**src/rtl/wdt_pkg.sv**
```systemverilog
package wdt_pkg;
  localparam int unsigned ADDR_W = 12;

  // control window layout
  localparam logic [ADDR_W-1:0] A_CTRL   = 12'h000;
  localparam logic [ADDR_W-1:0] A_OFS_LO = 12'h008;
  localparam logic [ADDR_W-1:0] A_OFS_HI = 12'h00C;
  localparam logic [ADDR_W-1:0] A_CMP_LO = 12'h010;
  localparam logic [ADDR_W-1:0] A_CMP_HI = 12'h014;
  localparam logic [ADDR_W-1:0] A_IDENT  = 12'hFCC;
  // refresh window layout
  localparam logic [ADDR_W-1:0] A_KICK   = 12'h000;

  localparam logic [31:0] IDENT_VALUE = 32'h0001_043B;

  typedef struct packed {
    logic kick;
    logic ctrl;
    logic ofs_lo;
    logic ofs_hi;
    logic cmp_lo;
    logic cmp_hi;
    logic ident;
  } reg_sel_t;
endpackage

```
**src/rtl/wdt_decode.sv**
```systemverilog
module wdt_decode
  import wdt_pkg::*;
(
  input  logic              frame,
  input  logic [ADDR_W-1:0] addr,
  output reg_sel_t          sel
);
  always_comb begin
    sel = '0;
    if (addr[1:0] == 2'b00) begin
      if (!frame) begin
        sel.kick = (addr == A_KICK);
      end else begin
        unique case (addr)
          A_CTRL:   sel.ctrl   = 1'b1;
          A_OFS_LO: sel.ofs_lo = 1'b1;
          A_OFS_HI: sel.ofs_hi = 1'b1;
          A_CMP_LO: sel.cmp_lo = 1'b1;
          A_CMP_HI: sel.cmp_hi = 1'b1;
          A_IDENT:  sel.ident  = 1'b1;
          default:  sel        = '0;
        endcase
      end
    end
  end
endmodule

```
**src/rtl/wdt_reload_calc.sv**
```systemverilog
module wdt_reload_calc #(
  parameter int unsigned CNT_W = 64,
  parameter int unsigned OFS_W = 48
) (
  input  logic [CNT_W-1:0] count,
  input  logic [OFS_W-1:0] offset,
  output logic [CNT_W-1:0] deadline
);
  always_comb deadline = count + CNT_W'(offset);
endmodule

```
**src/rtl/wdt_expiry.sv**
```systemverilog
module wdt_expiry #(
  parameter int unsigned CNT_W = 64
) (
  input  logic             enable,
  input  logic [CNT_W-1:0] count,
  input  logic [CNT_W-1:0] deadline,
  output logic             hit
);
  always_comb hit = enable && (count >= deadline);
endmodule

```
**src/rtl/twostage_wdog.sv**
```systemverilog
module twostage_wdog
  import wdt_pkg::*;
#(
  parameter int unsigned CNT_W    = 64,
  parameter int unsigned OFS_HI_W = 16
) (
  input  logic              clk,
  input  logic              rst,
  input  logic [63:0]       sys_count,
  input  logic              bus_valid,
  input  logic              bus_write,
  input  logic              bus_frame,
  input  logic [ADDR_W-1:0] bus_addr,
  input  logic [31:0]       bus_wdata,
  output logic [31:0]       bus_rdata,
  output logic              irq_o,
  output logic              rst_req_o
);
  localparam int unsigned OFS_W = 32 + OFS_HI_W;

  reg_sel_t             sel;
  logic                 en_q, st1_q, st2_q, rreq_q;
  logic [31:0]          ofs_lo_q, ofs_lo_n;
  logic [OFS_HI_W-1:0]  ofs_hi_q, ofs_hi_n;
  logic [CNT_W-1:0]     cmp_q, reload_val, count_w;
  logic [63:0]          cmp_wide;
  logic [31:0]          rdata_q;
  logic                 wr, rd, kick, en_n, hit;

  assign wr       = bus_valid & bus_write;
  assign rd       = bus_valid & ~bus_write;
  assign count_w  = CNT_W'(sys_count);
  assign cmp_wide = 64'(cmp_q);

  wdt_decode u_dec (.frame(bus_frame), .addr(bus_addr), .sel(sel));

  // next-state of the timing parameters as seen by a reload this cycle
  assign kick     = wr & (sel.kick | sel.ctrl | sel.ofs_lo | sel.ofs_hi);
  assign en_n     = (wr & sel.ctrl) ? bus_wdata[0] : en_q;
  assign ofs_lo_n = (wr & sel.ofs_lo) ? bus_wdata : ofs_lo_q;
  assign ofs_hi_n = (wr & sel.ofs_lo) ? '0 :
                    (wr & sel.ofs_hi) ? bus_wdata[OFS_HI_W-1:0] : ofs_hi_q;

  wdt_reload_calc #(.CNT_W(CNT_W), .OFS_W(OFS_W)) u_calc (
    .count(count_w), .offset({ofs_hi_n, ofs_lo_n}), .deadline(reload_val));

  wdt_expiry #(.CNT_W(CNT_W)) u_exp (
    .enable(en_q), .count(count_w), .deadline(cmp_q), .hit(hit));

  always_ff @(posedge clk) begin
    if (rst) begin
      en_q     <= 1'b0;
      st1_q    <= 1'b0;
      st2_q    <= 1'b0;
      rreq_q   <= 1'b0;
      ofs_lo_q <= '0;
      ofs_hi_q <= '0;
      cmp_q    <= '0;
    end else if (wr) begin
      en_q     <= en_n;
      ofs_lo_q <= ofs_lo_n;
      ofs_hi_q <= ofs_hi_n;
      if (kick) begin
        st1_q <= 1'b0;
        st2_q <= 1'b0;
        if (en_n) cmp_q <= reload_val;
      end
      if (sel.cmp_lo) cmp_q <= CNT_W'({cmp_wide[63:32], bus_wdata});
      if (sel.cmp_hi) cmp_q <= CNT_W'({bus_wdata, cmp_wide[31:0]});
    end else if (hit) begin
      if (!st1_q) begin
        st1_q <= 1'b1;
        cmp_q <= reload_val;
      end else begin
        st2_q  <= 1'b1;
        rreq_q <= 1'b1;
      end
    end
  end

  always_ff @(posedge clk) begin
    if (rst) begin
      rdata_q <= '0;
    end else if (rd) begin
      rdata_q <= '0;
      if (sel.ctrl)   rdata_q <= {29'd0, st2_q, st1_q, en_q};
      if (sel.ofs_lo) rdata_q <= ofs_lo_q;
      if (sel.ofs_hi) rdata_q <= 32'(ofs_hi_q);
      if (sel.cmp_lo) rdata_q <= cmp_wide[31:0];
      if (sel.cmp_hi) rdata_q <= cmp_wide[63:32];
      if (sel.ident)  rdata_q <= IDENT_VALUE;
    end
  end

  assign bus_rdata = rdata_q;
  assign irq_o     = st1_q;
  assign rst_req_o = rreq_q;


  rstreq_sticky_chk: assert property (@(posedge clk) disable iff (rst)
    rst_req_o |=> rst_req_o);

  stage2_after_stage1_chk: assert property (@(posedge clk) disable iff (rst)
    $rose(st2_q) |-> $past(st1_q));

  no_fire_when_off_chk: assert property (@(posedge clk) disable iff (rst)
    $rose(irq_o) |-> $past(en_q));

  kick_clears_flags_chk: assert property (@(posedge clk) disable iff (rst)
    kick |=> (!irq_o && !st2_q));

  idle_keeps_cmp_chk: assert property (@(posedge clk) disable iff (rst)
    (!wr && !hit) |=> $stable(cmp_q));
endmodule

```
**config.mk**
```make
export PLATFORM = sky130hd
export DESIGN_NAME = twostage_wdog
export DESIGN_NICKNAME = d
export VERILOG_FILES = /design/src/rtl/wdt_pkg.sv /design/src/rtl/wdt_decode.sv /design/src/rtl/wdt_reload_calc.sv /design/src/rtl/wdt_expiry.sv /design/src/rtl/twostage_wdog.sv
export SDC_FILE = /design/constraint.sdc
export NUM_CORES = 1
export LEC_CHECK = 0
export BUFFER_PORTS_ARGS = -buffer_cell sky130_fd_sc_hd__buf_2
export CAP_MARGIN = 20
export CELL_PAD_IN_SITES_DETAIL_PLACEMENT = 1
export CELL_PAD_IN_SITES_GLOBAL_PLACEMENT = 2
export CORE_ASPECT_RATIO = 1.25
export CORE_MARGIN = 2
export CORE_UTILIZATION = 37
export DETAILED_ROUTE_END_ITERATION = 10
export GPL_TIMING_DRIVEN = 0
export PLACE_DENSITY = 0.91
export SYNTH_ARGS = -nofsm -noshare
export SYNTH_HDL_FRONTEND = slang
export SYNTH_SLANG_ARGS = --single-unit
```
**constraint.sdc**
```tcl
create_clock -name clk -period 8.34 [get_ports clk]
set_input_delay 0.834 -clock clk [delete_from_list [all_inputs] [get_ports clk]]
set_output_delay 0.834 -clock clk [all_outputs]
set_load 0.01 [all_outputs]
```
==> impl_results.md, run 1 <==
- Outcome: finished clean
- Largest net degree at the start of global routing: 17
- IO buf count: 144
- Drt total wl: 57.17 mm
- CTS tree: yes
- Worst path depth: 21
- Highest clock rate: 0.1621 GHz
- Synth cell types: 71
- Sequential fraction of the synthesis area: 0.2511
- Clock Skew: 0.01192 ns
- Vias/cell: 6.090
- RSZ-0062 raised after global routing: false
- RD Place Congestion: 0.9942
- Via count: 13,410
- Largest area contributor in the netlist: dfxtp_1
- Layout area overhead: 15.78%
- Max incr delay on CP: 0.58 ns
- Iter 0 DRT Violations: 970
- Seq cells post-synth: 148
- # H-tree levels: 4
- Final hold vios: 0
- Clock buffer depth: 2
- Dpl ws: 1.804 ns
- Share of post-route cells with drive strength above 1: 0.1257
- Top Ports: 147
- Vias in the first global route: 13,290
- Yosys warning count: 0
- Antenna diode count: 0
- Min Clock Period, post-route: 6.168 ns
- Sw Pwr: 0.5345 mW
- Placed inst area: 13,060 um2
- CP arrival: 6.53 ns
- Top cell type's share of synthesized area: 0.2511
- Peak supply drop: 0.0001106 V
- CTS root buf: clkbuf_16
- Initial antenna violation count: 1
- CTS buffer count: 17
- PnR worst setup slack: 2.172 ns
- All-layer global routing usage: 0.3384
- Top post-synthesis cells by area: dfxtp_1, ha_1, nand2_1
- Power Total: 1.776 mW
- Crit path cell chain: buf_2 > or4_4 > nor4_2 > nand3_1 > nor3_2 > buf_6 > clkbuf_1 > nand2_1 > nand2_1 > ha_1 > buf_2 > a21oi_1 > o21ai_0 > a21boi_0 > o211ai_1 > o21ai_1 > o21bai_1 > a211oi_1 > xnor2_1 > a21oi_1 > a211oi_1
- Combinational Power Share: 0.132
- Clock power share: 0.469
- CP Buf/Inv Count: 4
- Synth Net Count: 1,838
- Syn avg cell area: 7.321 um2
- Die Ht: 203.7 um
- Endpoint type of the worst setup path: flip-flop
- Mapped Cells: 1,612
- Ys async rst share: 0
- R2R cell count: 13
- Sequential Power Share: 0.399
- Pwr dens: 130.0 nW/um2
- Routed Antenna Nets: 0
- Global route total overflow: 0
- Final period utilization: 0.7396
- Worst slew margin: 0.2406
- Number of flops mapped to enable cells by yosys: 0
- CTS Hold Bufs: 0
- Main synth FF type: dfxtp_1
- CP max-delay cell: a211oi_1
- DRC errors left: 0
- Min Hold Slack: 0.4468 ns
- Min-Delay Path Class: flip-flop to flip-flop
- Detailed-placement wirelength estimate: 46.62 mm
- Clock slew at reported path FFs: 0.07 ns
- Clk sinks: 148
- WHS Path Cells: 2
- Final Max Slew Viols: 0
- Leak: 5.565 nW
- Maximum Capacitance Violations: 0
- Core Area: 31,600 um2
- Mapped Area: 11,800 um2
- CP startpoint kind: input pin
- Final setup vio count: 0
- Int Power: 1.242 mW
- Rows: 73
- Post-cts sizing count: 0
- CP top delay family: compound AO/OA/AOI/OAI gates
- Crit path required time: 8.70 ns
- First drt pass iteration count: 5
- Setup Crit Path Kind: input pin to flip-flop
- Sum of negative setup slack: 0 ns
- Initial cell density of the core: 0.3734
- First-pass GRT wire length: 83.24 mm
- Design Area, Final: 13,660 um2
- Worst slew pin tran: 1.135 ns
- DIE AREA: 33,350 um2
- Layout Nets: 2,003
- DIE WIDTH: 163.7 um
- Routed wire per std cell: 25.96 um
- Switching share of power: 0.3009
- Post-CTS Setup Repair Bufs: 0
- CP Max Fanout: 10
- Clk_lat worst skew: 0.46 ns
## worst paths after layout
check / slack [ns] / from / end
setup / recovery: 2.17 / bus_addr[7] / cmp_q[34]
setup reg to reg: 3.53 / cmp_q[30] / cmp_q[30]
hold / removal: 0.45 / rst_req_o / rst_req_o
hold reg to reg: 0.45 / rst_req_o / rst_req_o
## metal layers
layer  vias to the layer above  share of wire  global-route usage  wire length (um)
met3                       129          0.061             0.04759              3502
met5                         -        0.00026                   0                15
met2                       505           0.48              0.5717             27370
met1                      6660           0.42              0.4289             23860
met4                         2          0.042              0.1432              2419
li1                       6115              -                   -                 -
## cell usage after synthesis, types with 5 or more instances
cell type	n
a211oi_1	29
a21o_1	19
a21oi_1	167
a221oi_1	13
a22oi_1	44
a311oi_1	26
a31oi_1	14
and2_1	6
and3_1	10
buf_2	17
clkbuf_1	80
dfxtp_1	148
ha_1	112
inv_1	85
mux2i_1	41
nand2_1	273
nand2b_1	8
nand3_1	28
nand3b_1	20
nand4_1	27
nor2_1	129
nor2b_1	8
nor3_1	43
nor4_1	8
o211ai_1	5
o21ai_0	55
o21ai_1	19
o21bai_1	13
o22ai_1	25
or3_1	9
xnor2_1	35
xor2_1	22
## stage by stage
step	instances	utilization
2_1_floorplan	1612	-
3_3_place_gp	2168	0.4125
3_5_place_dp	2170	0.4132
4_1_cts	2202	0.4323
5_1_grt	2202	0.4323
6_report	2202	0.4323
## worst reg2reg max path: cells and delay by family, from the launching register on
kind	cells	cell delay [ns]
buf+inv	4	1.36
flops	1	0.37
fa+ha+maj	1	0.33
compound gates	3	0.90
simple gates	5	1.68
## power by group through the flow
stage                     combinational (mW)  sequential [mW]  clock, mW
after global placement                 0.223            0.725          0
after global routing                   0.252            0.709      0.856
after detailed placement               0.228            0.725          0
after floorplan                        0.114            0.726          0
after CTS                              0.229            0.709      0.833
final                                  0.235            0.709      0.832
## area by class of cell
type                            instances  area [um2]
Inverter                               85       319.1
Sequential cell                       148        2963
Fill cell                            4102       17940
Tap cell                              412       515.5
Timing Repair Buffer                  146       737.0
Clock inverter                         14       165.2
Multi-Input combinational cell       1278        8105
Clock buffer                           18       439.2
Buffer                                101       419.2
## kinds of logic (layout without fill, tap and decap cells)
logic type               after synthesis  after routing  synth area share
AO/OA/AOI/OAI                        465            465            0.2527
XOR/XNOR                              57             57           0.04230
adder cells (fa/ha/maj)              113            113            0.1204
buffers and inverters                186            364           0.06255
flip-flops                           148            148            0.2511
multiplexers                          41             41           0.03477
AND/OR/NAND/NOR                      602            602            0.2362
## registers in the layout, indices dropped and copies added (netlist names)
| name | flops |
|---|---|
| ofs_lo_q | 32 |
| rst_req_o | 1 |
| en_q | 1 |
| st2_q | 1 |
| ofs_hi_q | 16 |
| cmp_q | 64 |
| irq_o | 1 |
| bus_rdata | 32 |
## placed cells by master, fill, tap and decap left out, types with 9 or more instances in the layout
cell type  netlist  layout
nand3_1         28      28
a21o_1          19      19
a31oi_1         14      14
inv_1           85      85
xnor2_1         35      35
nand4_1         27      27
o21ai_1         19      19
mux2i_1         41      41
clkbuf_16        0      17
nor3_1          43      42
or3_1            9       9
o21ai_0         55      55
o22ai_1         25      25
a21oi_1        167     167
a22oi_1         44      44
buf_2           17     162
a221oi_1        13      13
dfxtp_1        148     148
xor2_1          22      22
clkbuf_1        80      80
a211oi_1        29      29
and3_1          10      10
a311oi_1        26      26
o21bai_1        13      13
nand3b_1        20      20
nand2_1        273     273
ha_1           112     112
nor2_1         129     129
(Power assumes the default switching activity.)
==> inputs of run 2 (changes only) <==
- CORE_UTILIZATION: 37 -> 34
- PLACE_DENSITY: 0.91 -> 0.85
- clock period: 8.34 -> 6.2 ns (I/O delays scaled with it)
==> run 2 against run 1 <==
Hold slack about the same. Largest power group unchanged. Critical endpoint is now cmp_q[62]. Count of clock-buffer cells in the layout up 3. Clock power up 30%. Sequential share of layout area down 0.12 points. Clock skew up 0.0060 ns. Combinational power up 33%. Die area up 8.6%. Register-to-register slack worse by 2.1 ns. Global-route usage down 2.7 points. Largest cell class unchanged. Utilization down 3.2 points.
==> impl_results.md, run 2 (same netlist as run 1, synthesis figures left out) <==
- Antenna diode count: 0 (unchanged)
- Endpoint type of the worst setup path: flip-flop (unchanged)
- CTS Hold Bufs: 0 (unchanged)
- IO buf count: 144 (unchanged)
- Final hold vios: 0 (unchanged)
- CP startpoint kind: input pin (unchanged)
- CTS root buf: clkbuf_16 (unchanged)
- Routed wire per std cell: 24.93 um (was 25.96 um)
- Core Area: 34,330 um2 (was 31,600 um2)
- Share of post-route cells with drive strength above 1: 0.1263 (was 0.1257)
- Vias/cell: 5.809 (was 6.090)
- Outcome: finished clean (unchanged)
- Leading cell type in the layout, fill and taps excluded: nand2_1 (unchanged)
- Final setup vio count: 0 (unchanged)
- Pwr dens: 170.9 nW/um2 (was 130.0 nW/um2)
- Rows: 76 (was 73)
- Clk sinks: 148 (unchanged)
- Maximum Capacitance Violations: 0 (unchanged)
- Detailed-placement wirelength estimate: 46.61 mm (was 46.62 mm)
- Largest Register: cmp_q (unchanged)
- DIE WIDTH: 170.6 um (was 163.7 um)
- Vias in the first global route: 13,400 (was 13,290)
- CP Max Fanout: 10 (unchanged)
- Largest net degree at the start of global routing: 17 (unchanged)
- Min Clock Period, post-route: 5.895 ns
- Max incr delay on CP: 0.56 ns (was 0.58 ns)
- Initial antenna violation count: 0 (was 1)
- Setup Crit Path Kind: input pin to flip-flop (unchanged)
- Crit path cell chain: buf_2 > or4_4 > nor4_2 > nand3_1 > or4b_1 > buf_2 > nor2_4 > buf_6 > mux2i_1 > nor2_1 > ha_1 > clkbuf_1 > nand4_1 > or3_1 > nand2b_1 > and3_1 > a211o_1 > o21a_1 > o31a_1 > a221oi_1 > a221oi_1 (was buf_2 > or4_4 > nor4_2 > nand3_1 > nor3_2 > buf_6 > clkbuf_1 > nand2_1 > nand2_1 > ha_1 > buf_2 > a21oi_1 > o21ai_0 > a21boi_0 > o211ai_1 > o21ai_1 > o21bai_1 > a211oi_1 > xnor2_1 > a21oi_1 > a211oi_1)
- Final Max Slew Viols: 0 (unchanged)
- CP arrival: 6.19 ns (was 6.53 ns)
- Die Ht: 212.3 um (was 203.7 um)
- # H-tree levels: 4 (unchanged)
- Worst slew margin: 0.2967 (was 0.2406)
- PnR worst setup slack: 0.3053 ns (was 2.172 ns)
- DRC errors left: 0 (unchanged)
- DIE AREA: 36,230 um2 (was 33,350 um2)
- Routed Antenna Nets: 0 (unchanged)
- Placed inst area: 13,140 um2 (was 13,060 um2)
- CTS tree: yes (unchanged)
- Global route total overflow: 0 (unchanged)
- Worst slew pin tran: 1.051 ns (was 1.135 ns)
- Min Hold Slack: 0.4469 ns (was 0.4468 ns)
- RD Place Congestion: 0.9792 (was 0.9942)
- Most frequent cells in the layout: nand2_1, a21oi_1, buf_2, dfxtp_1, nor2_1 (unchanged)
- Highest clock rate: 0.1696 GHz
- Layout Nets: 2,003 (unchanged)
- First drt pass iteration count: 5 (unchanged)
- Iter 0 DRT Violations: 816 (was 970)
- Peak supply drop: 0.0001472 V (was 0.0001106 V)
- All-layer global routing usage: 0.3110 (was 0.3384)
- CTS buffer count: 17 (unchanged)
- Max reg flops: 64 (unchanged)
- Clock slew at reported path FFs: 0.07 ns (about the same)
- Clk_lat worst skew: 0.45 ns (was 0.46 ns)
- Design Area, Final: 13,740 um2 (was 13,660 um2)
- Drt total wl: 56.28 mm (was 57.17 mm)
- Via count: 13,120 (was 13,410)
- Top Ports: 147 (unchanged)
- Layout area overhead: 16.41% (was 15.78%)
- CP max-delay cell: or4_4 (was a211oi_1)
- First-pass GRT wire length: 82.45 mm (was 83.24 mm)
- Clock Skew: 0.01796 ns (was 0.01192 ns)
- Sum of negative setup slack: 0 ns (unchanged)
- Initial cell density of the core: 0.3438 (was 0.3734)
- Dpl ws: -0.1904 ns (was 1.804 ns)
- Crit path required time: 6.49 ns (was 8.70 ns)
- RSZ-0062 raised after global routing: false (unchanged)
- Clock buffer depth: 2 (unchanged)
- Final period utilization: 0.9508
- Post-cts sizing count: 0 (unchanged)
- Post-CTS Setup Repair Bufs: 0 (unchanged)
- Leak: 5.558 nW (was 5.565 nW)
- Min-Delay Path Class: flip-flop to flip-flop (unchanged)
[run 2: worst paths after layout]
| kind | slack (ns) | startpoint | end | cells after the start |
|---|---|---|---|---|
| min | 0.45 | rst_req_o | rst_req_o | 2 |
| max reg2reg | 1.40 | cmp_q[62] | cmp_q[29] | 13 |
| max | 0.31 | bus_addr[7] | cmp_q[62] | 21 |
| min reg2reg | 0.45 | rst_req_o | rst_req_o | 2 |
[run 2: layout make-up]
type	instances	area (um2)
flip-flops and latches	148	2963
repair buffers	146	742.0
fillers	4399	20590
well taps	468	585.6
clock inverters	11	126.4
plain buffers	101	420.4
inverters	85	319.1
multi-input cells	1278	8122
clock buffers	21	460.4
[run 2: routing by layer]
layer | global-route usage | wire length (um) | up-vias | part of all wire
li1 | - | - | 6123 | -
met1 | 0.3729 | 23490 | 6433 | 0.42
met2 | 0.5337 | 26880 | 440 | 0.48
met3 | 0.06794 | 3543 | 121 | 0.063
met4 | 0.1317 | 2370 | 0 | 0.042
met5 | 0 | 0 | - | 0
[run 2: critical path: cells and delay by family]
family	cells	cell delay (ns)
adder cells (fa/ha/maj)	1	0.29
multiplexers	1	0.29
buffers and inverters	4	0.94
AND/OR/NAND/NOR	10	2.79
AO/OA/AOI/OAI	5	1.22
[run 2: where the power goes]
group          total [mW]  internal, mW  switching (mW)
clock                1.08         0.615           0.466
combinational       0.313         0.101           0.212
sequential          0.954         0.953         0.00105
[run 2: metrics by stage]
| step | total power, mW | std cells | utilization |
|---|---|---|---|
| 2_1_floorplan | 1.131 | 1612 | - |
| 3_3_place_gp | 1.275 | 2224 | 0.3818 |
| 3_5_place_dp | 1.281 | 2226 | 0.3826 |
| 5_1_grt | 2.420 | 2258 | 0.4002 |
| 6_report | 2.348 | 2258 | 0.4002 |
| 4_1_cts | 2.347 | 2258 | 0.3997 |
==> inputs of run 3 (changes only) <==
- CORE_UTILIZATION: 34 -> 35
- PLACE_DENSITY: 0.85 -> 0.86
- SYNTH_HIERARCHICAL: not set -> 1
==> run 3 against run 2 <==
Synthesized cell count decreased by 3.8%. Sequential power rose by 3.0%. Flip-flop and latch count unchanged. Highest routed layer unchanged. Clock power fell by 7%. Routed wire length down 7.5%. Largest power group unchanged. Cell count down 4.4%. Critical path type unchanged. Hold slack better by 0.0035 ns. Total power increased by 0.35%. Die area shrank 0.79%. Count of clock-buffer cells in the layout shrank 3. Cell area rose by 1.1%. Combinational power grew 18%.
==> impl_results.md, run 3 <==
- Largest Register: cmp_q (unchanged)
- CP Max Fanout: 10 (unchanged)
- Synth Net Count: 1,776 (was 1,838)
- CP top delay family: simple AND/OR/NAND/NOR gates (unchanged)
- PnR worst setup slack: 0.2633 ns (was 0.3053 ns)
- Outcome: finished clean (unchanged)
- Die Ht: 211.5 um (was 212.3 um)
- Synth cell types: 85 (was 71)
- First drt pass iteration count: 8 (was 5)
- RSZ-0062 raised after global routing: false (unchanged)
- Routed wire per std cell: 24.12 um (was 24.93 um)
- Sum of negative setup slack: 0 ns (unchanged)
- Clock slew at reported path FFs: 0.07 ns (about the same)
- Core Area: 34,230 um2 (was 34,330 um2)
- Yosys warning count: 6 (was 0)
- Largest area contributor in the netlist: dfxtp_1 (unchanged)
- Vias/cell: 6.017 (was 5.809)
- Leak: 5.661 nW (was 5.558 nW)
- Switching share of power: 0.3116 (was 0.2892)
- CTS root buf: clkbuf_16 (unchanged)
- Seq cells post-synth: 148 (unchanged)
- Highest clock rate: 0.1684 GHz (was 0.1696 GHz)
- DRC errors left: 0 (unchanged)
- Clock buffer depth: 2 (unchanged)
- Dpl ws: -0.5202 ns (was -0.1904 ns)
- CTS buffer count: 17 (unchanged)
- Via count: 12,990 (was 13,120)
- CTS Hold Bufs: 0 (unchanged)
- Top post-synthesis cells by area: dfxtp_1, ha_1, a21oi_1 (was dfxtp_1, ha_1, nand2_1)
- Routed Antenna Nets: 0 (unchanged)
- Top cell type's share of synthesized area: 0.2459 (was 0.2511)
- Drt total wl: 52.07 mm (was 56.28 mm)
- Sw Pwr: 0.7343 mW (was 0.6791 mW)
- Maximum Capacitance Violations: 0 (unchanged)
- Max reg flops: 64 (unchanged)
- Pwr dens: 169.6 nW/um2 (was 170.9 nW/um2)
- Rows: 76 (unchanged)
- Combinational Power Share: 0.157 (was 0.133)
- Min-Delay Path Class: flip-flop to flip-flop (unchanged)
- DR top layer: met4 (unchanged)
- Final period utilization: 0.9575 (was 0.9508)
- Antenna diode count: 0 (unchanged)
- Initial cell density of the core: 0.3520 (was 0.3438)
- Worst slew pin tran: 0.8939 ns (was 1.051 ns)
- Sequential Power Share: 0.417 (was 0.406)
- All-layer global routing usage: 0.2886 (was 0.3110)
- Met3 WL: 2.622 mm (was 3.543 mm)
- Final setup vio count: 0 (unchanged)
- Power Total: 2.356 mW (was 2.348 mW)
- Mapped Cells: 1,550 (was 1,612)
- Number of flops mapped to enable cells by yosys: 0 (unchanged)
- CP Buf/Inv Count: 4 (unchanged)
- Final core occ: 0.4058 (was 0.4002)
- Min Clock Period, post-route: 5.937 ns (was 5.895 ns)
- Filler instances: 4,318 (was 4,399)
- Worst slew margin: 0.4041 (was 0.2967)
- Final Max Slew Viols: 0 (unchanged)
- Detailed-placement wirelength estimate: 42.54 mm (was 46.61 mm)
- Mapped Area: 12,050 um2 (was 11,800 um2)
- Placed Cells: 2,127 (was 2,226)
- Largest net degree at the start of global routing: 17 (unchanged)
- Share of post-route cells with drive strength above 1: 0.1624 (was 0.1263)
- Ys async rst share: 0 (unchanged)
- CP arrival: 6.29 ns (was 6.19 ns)
- Top cells by count, synth: a21oi_1, nand2_1, dfxtp_1 (was nand2_1, a21oi_1, dfxtp_1)
- Endpoint type of the worst setup path: flip-flop (unchanged)
- CTS tree: yes (unchanged)
- DIE AREA: 35,940 um2 (was 36,230 um2)
- Syn avg cell area: 7.774 um2 (was 7.321 um2)
- Layout Nets: 1,943 (was 2,003)
- Clock power share: 0.426 (was 0.461)
- DIE WIDTH: 170.0 um (was 170.6 um)
- Int Power: 1.622 mW (was 1.669 mW)
- # H-tree levels: 4 (unchanged)
- RD Place Congestion: 0.9299 (was 0.9792)
- Peak supply drop: 0.0001244 V (was 0.0001472 V)
- Iter 0 DRT Violations: 989 (was 816)
- Clk_lat worst skew: 0.45 ns (about the same)
- Crit path required time: 6.56 ns (was 6.49 ns)
- Most frequent cells in the layout: nand2_1, a21oi_1, buf_2, dfxtp_1, inv_1 (was nand2_1, a21oi_1, buf_2, dfxtp_1, nor2_1)
- Post-CTS Setup Repair Bufs: 0 (unchanged)
- Met2 wire len: 25.93 mm (was 26.88 mm)
- Global route total overflow: 0 (unchanged)
- Top Ports: 147 (unchanged)
- Initial antenna violation count: 0 (unchanged)
- Max incr delay on CP: 0.52 ns (was 0.56 ns)
- Clk sinks: 148 (unchanged)
- Setup Crit Path Kind: input pin to flip-flop (unchanged)
- CP max-delay cell: or4_4 (unchanged)
- Sequential fraction of the synthesis area: 0.2459 (was 0.2511)
- Wl on met1: 20.92 mm (was 23.49 mm)
- CP startpoint kind: input pin (unchanged)
- Crit path cell chain: buf_2 > or4_4 > buf_6 > nor4_2 > buf_4 > nand3_1 > clkbuf_1 > nand2_1 > nand2_1 > ha_1 > fa_1 > a211o_1 > and2_0 > a211o_1 > a21oi_2 > o21bai_1 > a21oi_1 > nor3_1 > or2_1 > xor2_1 > a222oi_1 > a211oi_1 (was buf_2 > or4_4 > nor4_2 > nand3_1 > or4b_1 > buf_2 > nor2_4 > buf_6 > mux2i_1 > nor2_1 > ha_1 > clkbuf_1 > nand4_1 > or3_1 > nand2b_1 > and3_1 > a211o_1 > o21a_1 > o31a_1 > a221oi_1 > a221oi_1)
- Clock Skew: 0.01968 ns (was 0.01796 ns)
- Vias in the first global route: 13,100 (was 13,400)
- First-pass GRT wire length: 78.32 mm (was 82.45 mm)
- Layout area overhead: 15.27% (was 16.41%)
- IO buf count: 146 (was 144)
- Final hold vios: 0 (unchanged)
- Final Non-Filler Cells: 2,159 (was 2,258)
- Main synth FF type: dfxtp_1 (unchanged)
-- run 3: power by group through the flow --
stage / sequential [mW] / clock (mW) / combinational, mW
after floorplan: 0.998 / 0 / 0.209
after global placement: 1.01 / 0 / 0.352
after CTS: 0.984 / 1.01 / 0.366
after global routing: 0.985 / 1.05 / 0.404
after detailed placement: 1.01 / 0 / 0.363
final: 0.983 / 1.00 / 0.369
-- run 3: logic make-up (layout without fill, tap and decap cells) --
group           Yosys count  after routing  share of synthesized area
fa+ha+maj               113            113                     0.1180
mux                      18             18                    0.01495
compound gates          535            535                     0.3150
flops                   148            148                     0.2459
xor+xnor                 62             62                    0.04506
buf+inv                 227            407                    0.08109
simple gates            447            447                     0.1800
-- run 3: area by class of cell --
cell class,count,area (um2),share of cell area
sequential,148,2963,0.2133
inverter,116,435.4,0.03135
buffer,110,539.3,0.03882
timing repair buffer,149,748.2,0.05386
clock buffer,18,429.2,0.03090
tap,429,536.8,0.03864
clock inverter,14,116.4,0.008377
multi-input combinational,1175,8123,0.5848
-- run 3: routing by layer --
metal | track usage | vias up
met5 | 0 | -
met4 | 0.1353 | 0
met3 | 0.03085 | 111
met2 | 0.5208 | 458
met1 | 0.3410 | 6373
li1 | - | 6049
-- run 3: path summary, 6_finish.rpt --
kind	from	endpoint	slack (ns)	cells past startpoint
worst min-delay path	bus_rdata[2]	bus_rdata[2]	0.45	2
worst max register to register	cmp_q[13]	cmp_q[25]	1.51	12
worst min register to register	bus_rdata[2]	bus_rdata[2]	0.45	2
worst max-delay path	bus_addr[9]	cmp_q[32]	0.26	22
-- run 3: what timing repair did --
item                                    4_1_cts  5_1_grt
resized for setup                             0        4
cloned                                        0        0
endpoints found under the setup margin        5       19
-- run 3: metrics by stage --
step	area, um2	hold WS (ns)
6_report	13890	0.4504
2_1_floorplan	12050	0.4471
3_3_place_gp	13320	0.4417
5_1_grt	13890	0.4853
4_1_cts	13880	0.4529
3_5_place_dp	13340	0.4443
-- run 3: tightest hold or removal path: stages (launching register included) --
cell and delay [ns]:
dfxtp_1 0.31, nand2_1 0.05, a21oi_1 0.05
